`config.mk`:
```
export PLATFORM = sky130hd
export DESIGN_NAME = irq_vector_gate
export DESIGN_NICKNAME = d
export VERILOG_FILES = /design/src/rtl/irqv_pkg.sv /design/src/rtl/irqv_mask_bank.sv /design/src/rtl/irqv_pend_bank.sv /design/src/rtl/irqv_prio_pick.sv /design/src/rtl/irqv_send_ctrl.sv /design/src/rtl/irq_vector_gate.sv
export SDC_FILE = /design/constraint.sdc
export NUM_CORES = 1
export LEC_CHECK = 0
export BUFFER_PORTS_ARGS = -buffer_cell sky130_fd_sc_hd__buf_4
export CAP_MARGIN = 20
export CORE_ASPECT_RATIO = 0.5
export CORE_MARGIN = 8
export CORE_UTILIZATION = 29
export CTS_BUF_LIST = sky130_fd_sc_hd__clkbuf_16
export DETAILED_ROUTE_END_ITERATION = 16
export PLACE_DENSITY_LB_ADDON = 0.08
export SYNTH_ARGS = -nofsm -noshare
export SYNTH_HDL_FRONTEND = slang
export SYNTH_HIERARCHICAL = 1
export SYNTH_SLANG_ARGS = --single-unit
export TNS_END_PERCENT = 10
```
`constraint.sdc`:
```
create_clock -name clk -period 1.8 [get_ports clk]
set_input_delay 0.36 -clock clk [delete_from_list [all_inputs] [get_ports clk]]
set_output_delay 0.36 -clock clk [all_outputs]
set_load 0.005 [all_outputs]
```
`src/rtl/irqv_pkg.sv`:
```
// Shared types for the interrupt vector gate.
// Assumes: nothing beyond a synchronous clock domain.
package irqv_pkg;

    // State of the single-outstanding send port.
    typedef enum logic {
        SND_IDLE = 1'b0,
        SND_BUSY = 1'b1
    } snd_state_e;

endpackage

```
`src/rtl/irqv_mask_bank.sv`:
```
// Holds the per-vector mask bits and the function-wide mask.
// Assumes: one mask write per cycle; an index at or above NUM_VEC is dropped.
module irqv_mask_bank #(
    parameter int NUM_VEC = 8,
    parameter int IDX_W   = $clog2(NUM_VEC)
) (
    input  logic               clk,
    input  logic               rst_n,
    input  logic               wr_en,
    input  logic [IDX_W-1:0]   wr_idx,
    input  logic               wr_val,
    input  logic               fwr_en,
    input  logic               fwr_val,
    output logic [NUM_VEC-1:0] mask_q,
    output logic               fmask_q
);

    // Per-vector mask bit, reset to masked.
    for (genvar g = 0; g < NUM_VEC; g++) begin : g_bit
        always_ff @(posedge clk) begin
            if (!rst_n)
                mask_q[g] <= 1'b1;
            else if (wr_en && (int'(wr_idx) == g))
                mask_q[g] <= wr_val;
        end
    end

    // Function-wide mask, reset to open.
    always_ff @(posedge clk) begin
        if (!rst_n)
            fmask_q <= 1'b0;
        else if (fwr_en)
            fmask_q <= fwr_val;
    end

endmodule

```
`src/rtl/irqv_pend_bank.sv`:
```
// Holds the pending bits; a trigger sets a bit, only a completed send clears it.
// Assumes: clr_en is a one-cycle completion for vector clr_idx.
module irqv_pend_bank #(
    parameter int NUM_VEC = 8,
    parameter int IDX_W   = $clog2(NUM_VEC)
) (
    input  logic               clk,
    input  logic               rst_n,
    input  logic [NUM_VEC-1:0] trig,
    input  logic               clr_en,
    input  logic [IDX_W-1:0]   clr_idx,
    output logic [NUM_VEC-1:0] pend_q
);

    // Per-vector pending bit; a trigger wins over a same-cycle clear.
    for (genvar g = 0; g < NUM_VEC; g++) begin : g_bit
        logic clr_here;
        assign clr_here = clr_en && (int'(clr_idx) == g);

        always_ff @(posedge clk) begin
            if (!rst_n)
                pend_q[g] <= 1'b0;
            else if (trig[g])
                pend_q[g] <= 1'b1;
            else if (clr_here)
                pend_q[g] <= 1'b0;
        end
    end

endmodule

```
`src/rtl/irqv_prio_pick.sv`:
```
// Picks the lowest-numbered requesting vector.
// Assumes: purely combinational; idx is 0 when nothing requests.
module irqv_prio_pick #(
    parameter int NUM_VEC = 8,
    parameter int IDX_W   = $clog2(NUM_VEC)
) (
    input  logic [NUM_VEC-1:0] req,
    output logic               any,
    output logic [IDX_W-1:0]   idx
);

    // Scan from the top so the lowest index is the last assignment.
    always_comb begin
        idx = '0;
        for (int k = NUM_VEC - 1; k >= 0; k--) begin
            if (req[k])
                idx = IDX_W'(k);
        end
    end

    // Any request at all.
    assign any = |req;

endmodule

```
`src/rtl/irqv_send_ctrl.sv`:
```
// Single-outstanding send port: captures a pick, holds it until done.
// Assumes: done is one cycle wide; a done while idle is ignored.
module irqv_send_ctrl #(
    parameter int IDX_W = 3
) (
    input  logic             clk,
    input  logic             rst_n,
    input  logic             pick_any,
    input  logic [IDX_W-1:0] pick_idx,
    input  logic             done,
    output logic             valid,
    output logic [IDX_W-1:0] vec,
    output logic             clr_en,
    output logic [IDX_W-1:0] clr_idx
);
    import irqv_pkg::*;

    snd_state_e       state_q;
    logic [IDX_W-1:0] vec_q;

    // Send state and held vector number.
    always_ff @(posedge clk) begin
        if (!rst_n) begin
            state_q <= SND_IDLE;
            vec_q   <= '0;
        end else begin
            case (state_q)
                SND_IDLE: if (pick_any) begin
                    state_q <= SND_BUSY;
                    vec_q   <= pick_idx;
                end
                SND_BUSY: if (done) begin
                    state_q <= SND_IDLE;
                end
                default: state_q <= SND_IDLE;
            endcase
        end
    end

    // Port outputs and the clear request to the pending bank.
    assign valid   = (state_q == SND_BUSY);
    assign vec     = vec_q;
    assign clr_en  = valid && done;
    assign clr_idx = vec_q;

endmodule

```
`src/rtl/irq_vector_gate.sv`:
```
// Per-vector mask and pending gate with a single-outstanding send port.
// Assumes: NUM_VEC >= 2; triggers and done are one-cycle pulses.
module irq_vector_gate #(
    parameter int NUM_VEC      = 8,
    parameter bit FUNC_MASK_EN = 1'b1,
    parameter int IDX_W        = $clog2(NUM_VEC)
) (
    input  logic               clk,
    input  logic               rst_n,
    input  logic [NUM_VEC-1:0] trig_i,
    input  logic               mask_wr_en_i,
    input  logic [IDX_W-1:0]   mask_wr_idx_i,
    input  logic               mask_wr_val_i,
    input  logic               fmask_wr_en_i,
    input  logic               fmask_wr_val_i,
    output logic [NUM_VEC-1:0] mask_o,
    output logic               func_mask_o,
    output logic [NUM_VEC-1:0] pend_o,
    output logic               send_valid_o,
    output logic [IDX_W-1:0]   send_vec_o,
    input  logic               send_done_i
);

    logic [NUM_VEC-1:0] mask_q;
    logic               fmask_q;
    logic [NUM_VEC-1:0] pend_q;
    logic [NUM_VEC-1:0] blocked;
    logic [NUM_VEC-1:0] eligible;
    logic               pick_any;
    logic [IDX_W-1:0]   pick_idx;
    logic               clr_en;
    logic [IDX_W-1:0]   clr_idx;

    irqv_mask_bank #(.NUM_VEC(NUM_VEC), .IDX_W(IDX_W)) u_mask (
        .clk(clk), .rst_n(rst_n),
        .wr_en(mask_wr_en_i), .wr_idx(mask_wr_idx_i), .wr_val(mask_wr_val_i),
        .fwr_en(fmask_wr_en_i), .fwr_val(fmask_wr_val_i),
        .mask_q(mask_q), .fmask_q(fmask_q)
    );

    irqv_pend_bank #(.NUM_VEC(NUM_VEC), .IDX_W(IDX_W)) u_pend (
        .clk(clk), .rst_n(rst_n),
        .trig(trig_i), .clr_en(clr_en), .clr_idx(clr_idx),
        .pend_q(pend_q)
    );

    // Blocking term: the function mask joins only when the variant enables it.
    if (FUNC_MASK_EN) begin : g_fmask
        assign blocked = mask_q | {NUM_VEC{fmask_q}};
    end else begin : g_nofmask
        assign blocked = mask_q;
    end

    // Vectors that may be sent now.
    assign eligible = pend_q & ~blocked;

    irqv_prio_pick #(.NUM_VEC(NUM_VEC), .IDX_W(IDX_W)) u_pick (
        .req(eligible), .any(pick_any), .idx(pick_idx)
    );

    irqv_send_ctrl #(.IDX_W(IDX_W)) u_send (
        .clk(clk), .rst_n(rst_n),
        .pick_any(pick_any), .pick_idx(pick_idx), .done(send_done_i),
        .valid(send_valid_o), .vec(send_vec_o),
        .clr_en(clr_en), .clr_idx(clr_idx)
    );

    assign mask_o      = mask_q;
    assign func_mask_o = fmask_q;
    assign pend_o      = pend_q;

endmodule

```
Yosys cells after proc, flatten, opt, wreduce, memory -nomap -nowiden
Index checks and enable logic that the tools add are counted.

Logic and storage cells: 93. Output and inout bits: 21. Bits in registers: 21. Bits in latches: 0. Input bits: 18. Memories: 0. Bits in read-only memories: 0. RAM bits: 0.

Shifts and indexed selects: 0. Equal/unequal tests: 14. Muxes and demuxes: 27. Multipliers: 0. Bitwise gates (word level): 4. $lt $le $gt $ge: 0. Add/sub/neg operators: 0. Reduce and logical (&&, ||, !) cells: 29. Divide/modulo/power cells: 0.

Operators by type and width (number): $eq 3x3->1 const B (8); $mux 3 (8); $mux 1 (18); $logic_and 1x1->1 (17); $reduce_bool 2->1 (8); $eq 3x2->1 const B (4); $and 8x8->8 (1); $not 8->8 (1); $or 8x8->8 (1); $reduce_or 8->1 (1); $eq 3x1->1 const B (2); $logic_not 3->1 (2); $pmux 1 s2 (1); $reduce_and 2->1 (1); $not 1->1 (1).

Depth between registers and ports, before layout
Gate-level depths: netlist of run 1.

Word-level depth: 11. Mapped depth: 7. Depth with buffers taken out: 6.

Hierarchy
Netlist of run 1, hierarchy kept.

By module, submodules not included: irqv_mask_bank (area an instance 422.9 sq um, seq. area each 180.2 sq um, instances 1, cells an instance 37); irqv_pend_bank (area an instance 352.8 sq um, seq. area each 160.2 sq um, instances 1, cells an instance 39); irqv_send_ctrl (area an instance 183.9 sq um, seq. area each 80.1 sq um, instances 1, cells an instance 20); irq_vector_gate (area an instance 111.4 sq um, seq. area each 0.0 sq um, instances 1, cells an instance 9); irqv_prio_pick (area an instance 81.3 sq um, seq. area each 0.0 sq um, instances 1, cells an instance 13).

Worst setup path after synthesis of run 1
No wires, ideal clock.

Path kind: register to register. From: register u_mask.fmask_q. To: register u_send.vec_q[0] (netlist: u_send/clr_idx[0]). Library setup time: 120 ps. Required time: 1680 ps. Path buffers: 1. Path slack: 476 ps. Clock period less this slack: 1324 ps. Arrival: 1204 ps. Cell stages (with the launch flop): 7. Cells stage by stage: dfxtp_1 -> buf_6 -> nor3b_2 -> nor4_2 -> nand3_1 -> nor2b_4 -> mux2i_1.

Elaborated cells between the ends (all ways): 13. Those cells by class: mux (8); bitwise (3); reduce/logical (2).

RTL lines: start: declaration (RTL line irqv_mask_bank.sv:15) `output logic fmask_q`; start signal: assignment (RTL line irqv_mask_bank.sv:33) `fmask_q <= fwr_val;`; $or 8x8->8 (RTL line irq_vector_gate.sv:49) `assign blocked = mask_q | {NUM_VEC{fmask_q}};`; $not 8->8 (RTL line irq_vector_gate.sv:55) `assign eligible = pend_q & ~blocked;`; $and 8x8->8 (RTL line irq_vector_gate.sv:55); net eligible[4] (RTL line irq_vector_gate.sv:28) `logic [NUM_VEC-1:0] eligible;`; $reduce_or 8->1 (RTL line irqv_prio_pick.sv:22) `assign any = |req;`; net pick_any (RTL line irq_vector_gate.sv:29) `logic pick_any;`; $reduce_and 2->1 (no line); end signal: assignment (RTL line irqv_send_ctrl.sv:30) `vec_q <= pick_idx;`; end: declaration (RTL line irqv_send_ctrl.sv:19) `logic [IDX_W-1:0] vec_q;`.

The timed path passes the listed nets, and every way through them passes these cells. A chain may end at the register's enable or synchronous reset.

Worst setup path in the final report of run 1
From: register u_mask.fmask_q. To: register u_send.vec_q[1] (netlist: u_send/clr_idx[1]).

Same word-level chain as after synthesis.

==> results of run 1 <==
-- kinds of logic (layout without fill, tap and decap cells) --
family,after synthesis,in the layout,share of synthesized area [%]
compound gates,22,22,12.1
buf+inv,14,54,6.30
flops,21,21,36.5
mux,12,12,10.4
simple gates,49,49,34.7
-- registers in the layout (all words and copies together) (netlist names) --
register,count
u_mask/fmask_q,1
u_mask/mask_q,8
u_pend/pend_q,8
u_send/clr_idx,3
u_send/valid,1
-- report_power, final --
group / switching [W] / leakage (nW) / internal [W]
registers: 0.0000219 / 0.173 / 0.000486
logic: 0.0000571 / 0.445 / 0.0000859
clock network: 0.000173 / 0.0409 / 0.000298
total: 0.000251 / 0.658 / 0.000870
-- cells in the mapped netlist --
library cell	n
a21oi_2	2
nor3b_2	8
a21boi_0	1
nor2_1	5
buf_4	3
nor4b_2	1
and2_1	1
nor2b_4	1
nand2_1	6
and4bb_1	4
o21ba_2	1
nor2b_1	11
buf_2	1
o21bai_1	1
dfxtp_1	21
a41oi_1	2
nand3_1	1
nor4bb_1	1
a21oi_1	4
and4b_1	3
nand4b_1	3
mux2i_1	12
and3b_1	1
o41ai_1	1
o21ai_0	10
buf_6	1
nor4_2	1
inv_1	9
nand4_1	2
-- final cells by class --
class / instances / area (um^2)
fill: 394 / 2290
multi-input combinational: 83 / 659
sequential: 21 / 420
timing repair buffer: 41 / 308
clock buffer: 3 / 75.1
tap: 54 / 67.6
inverter: 9 / 33.8
clock inverter: 1 / 5.00
-- worst register-to-register path, stage by stage, from the launching register on --
cell and delay [ns]:
dfxtp_1 0.38, buf_4 0.19, nor3b_2 0.24, nor2_1 0.10, nand3_1 0.12, nor2b_4 0.20
mux2i_1 0.19
-- routing by layer --
layer	GRT usage (%)	routed length, um	vias to the layer above
met1	12.1	1550	443
met4	2.41	27	0
met5	0	0	-
met3	3.81	145	2
met2	13.7	1210	22
li1	-	-	504
-- metrics by stage --
step	hold slack, ns	area [um^2]
after global routing	0.355	1570
after global placement	0.550	1490
after floorplan	0.487	1150
after CTS	0.343	1570
final	0.346	1570
after detailed placement	0.544	1490
-- how the worst max path moves through the flow --
stage               cells after the start                end           start  slack [ns]
finish                                  6  u_send/clr_idx[1]  u_mask/fmask_q        0.32
floorplan                               6  u_send/clr_idx[0]  u_mask/fmask_q        0.48
detailed placement                      6  u_send/clr_idx[2]  u_mask/fmask_q        0.33
global route                            6  u_send/clr_idx[1]  u_mask/fmask_q        0.19
global placement                        6  u_send/clr_idx[1]  u_mask/fmask_q        0.36
CTS                                     6  u_send/clr_idx[1]  u_mask/fmask_q        0.30
==> impl_metrics.ini, run 1 <==
[timing]
slew_violations = 0
worst_clock_skew_ns = 0.00472
setup_viol_count_final = 0
layout_setup_ws_ns = 0.316
rsz0062_at_grt = false
clock.fmax_ghz = 0.674
hold_viol = 0
worst_pin_slew_ns = 0.312
fin_tns_setup_ns = 0
slew_headroom_pct = 78.9
post-route-min-period_ns = 1.48
min_period_over_period_pct = 82.4

[synth]
yosysWarnings = 6
netlist_top_cells_area = dfxtp_1 36%, mux2i_1 10%, nor3b_2 8.7%
synthCells = 118
syn_area_um2 = 1150
synth.distinct_cells = 29
synth_seq_cells = 21
yosysTopAreaCell = dfxtp_1
synth.avg_cell_area_um2 = 9.77
synth_top_area_share_pct = 36.5
synth_nets = 136
seq_area_frac_synth_pct = 36.5

[grt]
grt_usage_pct = 9.23
overflow = 0
grt_max_degree = 26
grt_pass1_vias = 944
antenna_found_initial = 0
grt_pass1_wl_um = 4690

[floorplan]
die_y_um = 60.6
die-area_um2 = 6370
fp.coreArea_um2 = 3860
io-pin-count = 39
start_util_pct = 29.8
placementRows = 16
dieWidth_um = 105

[worst_setup_path]
cp.arrival_ns = 1.67
crit_family = simple AND/OR/NAND/NOR gates
start_kind = flip-flop
r2r-start = u_mask/fmask_q
critPathBufInv = 1
path_class = flip-flop to flip-flop
regToRegSetupSlack_ns = 0.32
worstSetupEndpointType = flip-flop
r2r_cells = 6
cp_cell_sequence = buf_4 -> nor3b_2 -> nor2_1 -> nand3_1 -> nor2b_4 -> mux2i_1
r2r_end = u_send/clr_idx[1]
path_max_fanout = 7
critPathSlowestCell = dfxtp_1
max_stage_delay_ns = 0.38
required_ns = 1.99

[power]
leakagePower_nw = 0.658
total_power_w = 0.00112
vdd_drop_max_v = 0.000353
powerDensity_nw_per_um2 = 715

[place]
routabilityCongestion = 0.758
place_inst = 208
io_buffers = 38
place_hpwl_um = 2220
pre_cts_slack_ns = 0.328

[clocking]
path_clk_slew_ns = 0.06
cts_max_path_buffers = 2
tritoncts = built
clock_latency_ns = 0.25
htreeDepth = 1
cts_made_buffers = 3
cts-root-buf = clkbuf_16
cts_sinks = 21
cts_setup_buffers = 0
cts_resized = 0
holdBufCountCts = 0

[layout]
final_util_pct = 40.6
final_cell_mix = 41 x buf_4, 21 x dfxtp_1, 12 x mux2i_1
layout-drive-gt1-share_pct = 37.3
nets = 177
num_antenna_cells = 0
syn2layout_area_growth_pct = 36.2
final_common_cell = buf_4
final-instance-count-excl-fill = 212

[min_path]
hp-start = trig_i[7]
whs_path_depth = 2
hp-class = primary input to flip-flop
min_to = u_pend/pend_q[7]

[drt]
viasPerCell = 4.58
drt_wl_total_um = 2930
vias = 971
ant_nets = 0
drc = 0
drtPass1Iterations = 4
drt-initial-drc-count = 62
post_drt_wl_per_cell_um = 13.8

[outcome]
outcome = finished clean

[flow_run]
max_cap_viol_count = 0
Note: power is estimated with default switching activity, not from simulation.
==> inputs of run 2 (changes only) <==
Clock period 1.8 ns to 1.5 ns, I/O delays scaled along.
==> impl_metrics.ini, run 2 (synthesized netlist as in run 1, its figures left out) <==
[timing]
worst_pin_slew_ns = 0.344
rsz0062_at_grt = false
hold_viol = 0
worst_clock_skew_ns = 0.00117
layout_setup_ws_ns = 0.0485
post-route-min-period_ns = 1.45
min_period_over_period_pct = 96.8
fin_tns_setup_ns = 0
slew_headroom_pct = 77.1
clock.fmax_ghz = 0.689
slew_violations = 0
setup_viol_count_final = 0

[worst_setup_path]
critPathMostFrequentCell = buf_4
cp.arrival_ns = 1.64
path_max_fanout = 7
cp_cell_sequence = buf_4 -> nor3b_4 -> buf_4 -> o41ai_1 -> nand2_1 -> mux2i_1
required_ns = 1.69
critPathSlowestCell = dfxtp_2
start_kind = flip-flop
r2r_cells = 6
worstSetupEndpointType = flip-flop
path_class = flip-flop to flip-flop
max_stage_delay_ns = 0.41

[clocking]
cts-root-buf = clkbuf_16
clock_latency_ns = 0.25
cts_made_buffers = 3
cts_max_path_buffers = 2
path_clk_slew_ns = 0.06
tritoncts = built
htreeDepth = 1
cts_sinks = 21

[layout]
layout-drive-gt1-share_pct = 39.5
num_antenna_cells = 0
final_common_cell = buf_4
final_cell_mix = 45 x buf_4, 20 x dfxtp_1, 12 x mux2i_1
nets = 181
syn2layout_area_growth_pct = 40.5

[place]
io_buffers = 38
pre_cts_slack_ns = 0.0219
place_hpwl_um = 2230
routabilityCongestion = 0.793

[floorplan]
dieWidth_um = 105
die-area_um2 = 6370
fp.coreArea_um2 = 3860
placementRows = 16
start_util_pct = 29.8
io-pin-count = 39
die_y_um = 60.6

[grt]
overflow = 0
grt_max_degree = 26
grt_pass1_vias = 964
antenna_found_initial = 0
grt_pass1_wl_um = 4790
grt_usage_pct = 9.73

[power]
total_power_w = 0.00136
leakagePower_nw = 0.687
vdd_drop_max_v = 0.000334
powerDensity_nw_per_um2 = 839

[drt]
drtPass1Iterations = 4
viasPerCell = 4.51
vias = 975
drt-initial-drc-count = 16
post_drt_wl_per_cell_um = 14.0
ant_nets = 0
drc = 0
drt_wl_total_um = 3020

[min_path]
whs_path_depth = 2
hp-class = primary input to flip-flop

[flow_run]
max_cap_viol_count = 0

[outcome]
outcome = finished clean
run 2: cell types whose count changed in the layout (fill, tap and decap cells not counted):
| cell | change |
|---|---|
| buf_4 | +4 |
| nor3b_2 | -3 |
| dfxtp_2 | +1 |
| nor3b_4 | +3 |
| dfxtp_1 | -1 |
run 2: what timing repair did:
item                                    4_1_cts  5_1_grt
endpoints found under the setup margin        0        4
buffers inserted                              0        2
hold buffers                                  0        0
resized for setup                             0        4
run 2: power breakdown:
part | internal, W | switching (W)
Sequential | 0.000583 | 0.0000253
Clock | 0.000358 | 0.000206
Combinational | 0.000111 | 0.0000753
Total | 0.00105 | 0.000307
run 2: metrics by stage:
step / utilization (%) / hold WS, ns / std cells / area (um^2)
global placement: 38.9 / 0.536 / 210 / 1500
floorplan: - / 0.427 / 118 / 1150
global route: 41.9 / 0.284 / 216 / 1620
detailed placement: 38.9 / 0.544 / 210 / 1500
CTS: 41.0 / 0.281 / 214 / 1580
finish: 41.9 / 0.289 / 216 / 1620
run 2: worst paths after layout:
| check | from | end | slack (ns) |
|---|---|---|---|
| min | trig_i[7] | u_pend/pend_q[7] | 0.29 |
| max reg2reg | u_mask/fmask_q | u_send/clr_idx[0] | 0.05 |
| min reg2reg | u_mask/mask_q[0] | u_mask/mask_q[0] | 0.57 |
| max | u_mask/fmask_q | u_send/clr_idx[0] | 0.05 |
run 2: critical path: cells and delay by family, from the launching register on:
family / cells / cell delay [ns]
mux: 1 / 0.13
flops: 1 / 0.41
buf+inv: 2 / 0.34
simple gates: 2 / 0.16
compound gates: 1 / 0.36
run 2: final cells by class:
class | instances | area, um^2
Fill cell | 390 | 2240
Multi-Input combinational cell | 83 | 678
Sequential cell | 21 | 422
Timing Repair Buffer | 45 | 338
Clock buffer | 3 | 75.1
Tap cell | 54 | 67.6
Inverter | 9 | 33.8
Clock inverter | 1 | 5.00
run 2: metal layers:
layer | up-vias | GRT usage [%] | routed length [um]
met2 | 22 | 13.8 | 1230
met5 | - | 0 | 0
met4 | 0 | 4.82 | 42
li1 | 514 | - | -
met3 | 4 | 3.28 | 119
met1 | 435 | 12.9 | 1630
==> inputs of run 3 (changes only) <==
Settings changed: ABC_AREA from default to 1.
==> impl_metrics.ini, run 3 <==
[place]
routabilityCongestion = 0.742
pre_cts_slack_ns = 0.0565
io_buffers = 38
place_hpwl_um = 2460

[synth]
synth_top_area_share_pct = 37.3
synth.most_common_cell = nand2_1
seq_area_frac_synth_pct = 37.3
synth.avg_cell_area_um2 = 6.20
synthCells = 182
synth.distinct_cells = 18
yosysWarnings = 6
ys.flop_type = dfxtp_1
synth_commonest_cells = 50 x nand2_1, 39 x inv_1, 21 x dfxtp_1, 21 x nor2_1, 20 x nand3_1
async_flop_share_pct = 0
yosysTopAreaCell = dfxtp_1
syn_area_um2 = 1130
synth_seq_cells = 21
synth_nets = 200
synth_edf_count = 0
netlist_top_cells_area = dfxtp_1 37%, nand2_1 17%, inv_1 13%

[timing]
slew_headroom_pct = 80.6
layout_setup_ws_ns = 0.110
clock.fmax_ghz = 0.719
rsz0062_at_grt = true
hold_viol = 0
worst_pin_slew_ns = 0.290
worst_clock_skew_ns = 0.00236
post-route-min-period_ns = 1.39
slew_violations = 0
holdWs_ns = 0.230
min_period_over_period_pct = 92.7
setup_viol_count_final = 0

[drt]
post_drt_wl_per_cell_um = 11.3
drt-initial-drc-count = 35
drt-met1-wl_um = 1550
drtPass1Iterations = 5
drt_wl_total_um = 3130
wl_met3_um = 158
drc = 0
ant_nets = 0
viasPerCell = 4.15
wl_met2_um = 1390
dr.max_layer_used = met4
vias = 1149

[flow_run]
max_cap_viol_count = 0

[outcome]
outcome = finished clean

[layout]
regArea_um2 = 424
nets = 242
syn2layout_area_growth_pct = 40.0
multi_input_area_um2 = 533
num_antenna_cells = 0
final_common_cell = nand2_1
fillerInstances = 422
final_cell_mix = 48 x nand2_1, 43 x buf_4, 39 x inv_1
layout-drive-gt1-share_pct = 28.7

[floorplan]
io-pin-count = 39
fp.coreArea_um2 = 3820
die-area_um2 = 6260
die_y_um = 60.1
dieWidth_um = 104
placementRows = 16
start_util_pct = 29.5

[clocking]
path_clk_slew_ns = 0.06
cts-root-buf = clkbuf_16
cts_made_buffers = 3
cts_sinks = 21
htreeDepth = 1
clock_latency_ns = 0.25
tritoncts = built
cts_max_path_buffers = 2

[power]
pwr-share-clk_pct = 38.7
total_power_w = 0.00144
seq_power_share_pct = 44.2
p_switching_w = 0.000362
vdd_drop_max_v = 0.000430
switching_share_pct = 25.2
leakagePower_nw = 0.858
combPwrFrac_pct = 17.1
powerDensity_nw_per_um2 = 910
power.internal_w = 0.00108

[grt]
grt_pass1_wl_um = 5080
grt_max_degree = 15
grt_usage_pct = 10.1
overflow = 0
grt_pass1_vias = 1098
antenna_found_initial = 0

[worst_setup_path]
worstSetupEndpointType = flip-flop
required_ns = 1.65
cp.arrival_ns = 1.54
path_max_fanout = 5
start_kind = flip-flop
path_class = flip-flop to flip-flop

[min_path]
hp-class = primary input to flip-flop
## run 3: final cells by class
| type | instances | area share (%) |
|---|---|---|
| Tap cell | 54 | 4.28 |
| Multi-Input combinational cell | 114 | 33.7 |
| Clock buffer | 3 | 4.75 |
| Sequential cell | 21 | 26.8 |
| Timing Repair Buffer | 43 | 20.4 |
| Inverter | 41 | 9.74 |
| Clock inverter | 1 | 0.238 |
## run 3: final timing paths
check                   start           endpoint  slack (ns)  cells after the start
min             fmask_wr_en_i     u_mask/fmask_q        0.23                      2
max reg2reg  u_mask/mask_q[7]  u_send/clr_idx[1]        0.11                     10
max          u_mask/mask_q[7]  u_send/clr_idx[1]        0.11                     10
min reg2reg  u_pend/pend_q[6]   u_pend/pend_q[6]        0.48                      2
## run 3: cells by family after synthesis
group	Yosys count	share of synthesized area, %
AO/OA/AOI/OAI	15	6.76
buffers and inverters	47	18.3
flip-flops	21	37.3
AND/OR/NAND/NOR	99	37.7
## run 3: what timing repair did
action	CTS	global route
resized for setup	0	13
endpoints found under the setup margin	0	4
buffers inserted	0	2
hold buffers	0	0
## run 3: per-stage QoR
| stage | TNS [ns] | util [%] | cells | cell area (um^2) |
|---|---|---|---|---|
| after floorplan | 0 | - | 182 | 1130 |
| after global placement | 0 | 38.0 | 271 | 1450 |
| after detailed placement | 0 | 38.0 | 271 | 1450 |
| after CTS | 0 | 40.0 | 275 | 1530 |
| after global routing | -0.164 | 41.3 | 277 | 1580 |
| final | 0 | 41.3 | 277 | 1580 |
## run 3: metal layers
metal  track usage [%]  vias to the layer above
met3              3.01                        2
met1              12.7                      496
met5                 0                        -
met4              2.44                        0
li1                  -                      621
met2              16.6                       30
## run 3: critical path, stage by stage, from the launching register on
cell     delay [ns]
dfxtp_2        0.35
inv_2          0.04
nand2_2        0.05
nor2_2         0.04
or2_4          0.26
nor3_4         0.18
nand2_2        0.11
inv_2          0.08
nor2_4         0.04
nor2_2         0.11
nor2_1         0.04
## run 3: power by group through the flow
stage               sequential (W)  combinational [W]  clock [W]
floorplan                 0.000637           0.000128          0
global placement          0.000646           0.000237          0
detailed placement        0.000645           0.000239          0
CTS                       0.000633           0.000240   0.000578
global route              0.000641           0.000280   0.000604
finish                    0.000635           0.000246   0.000557
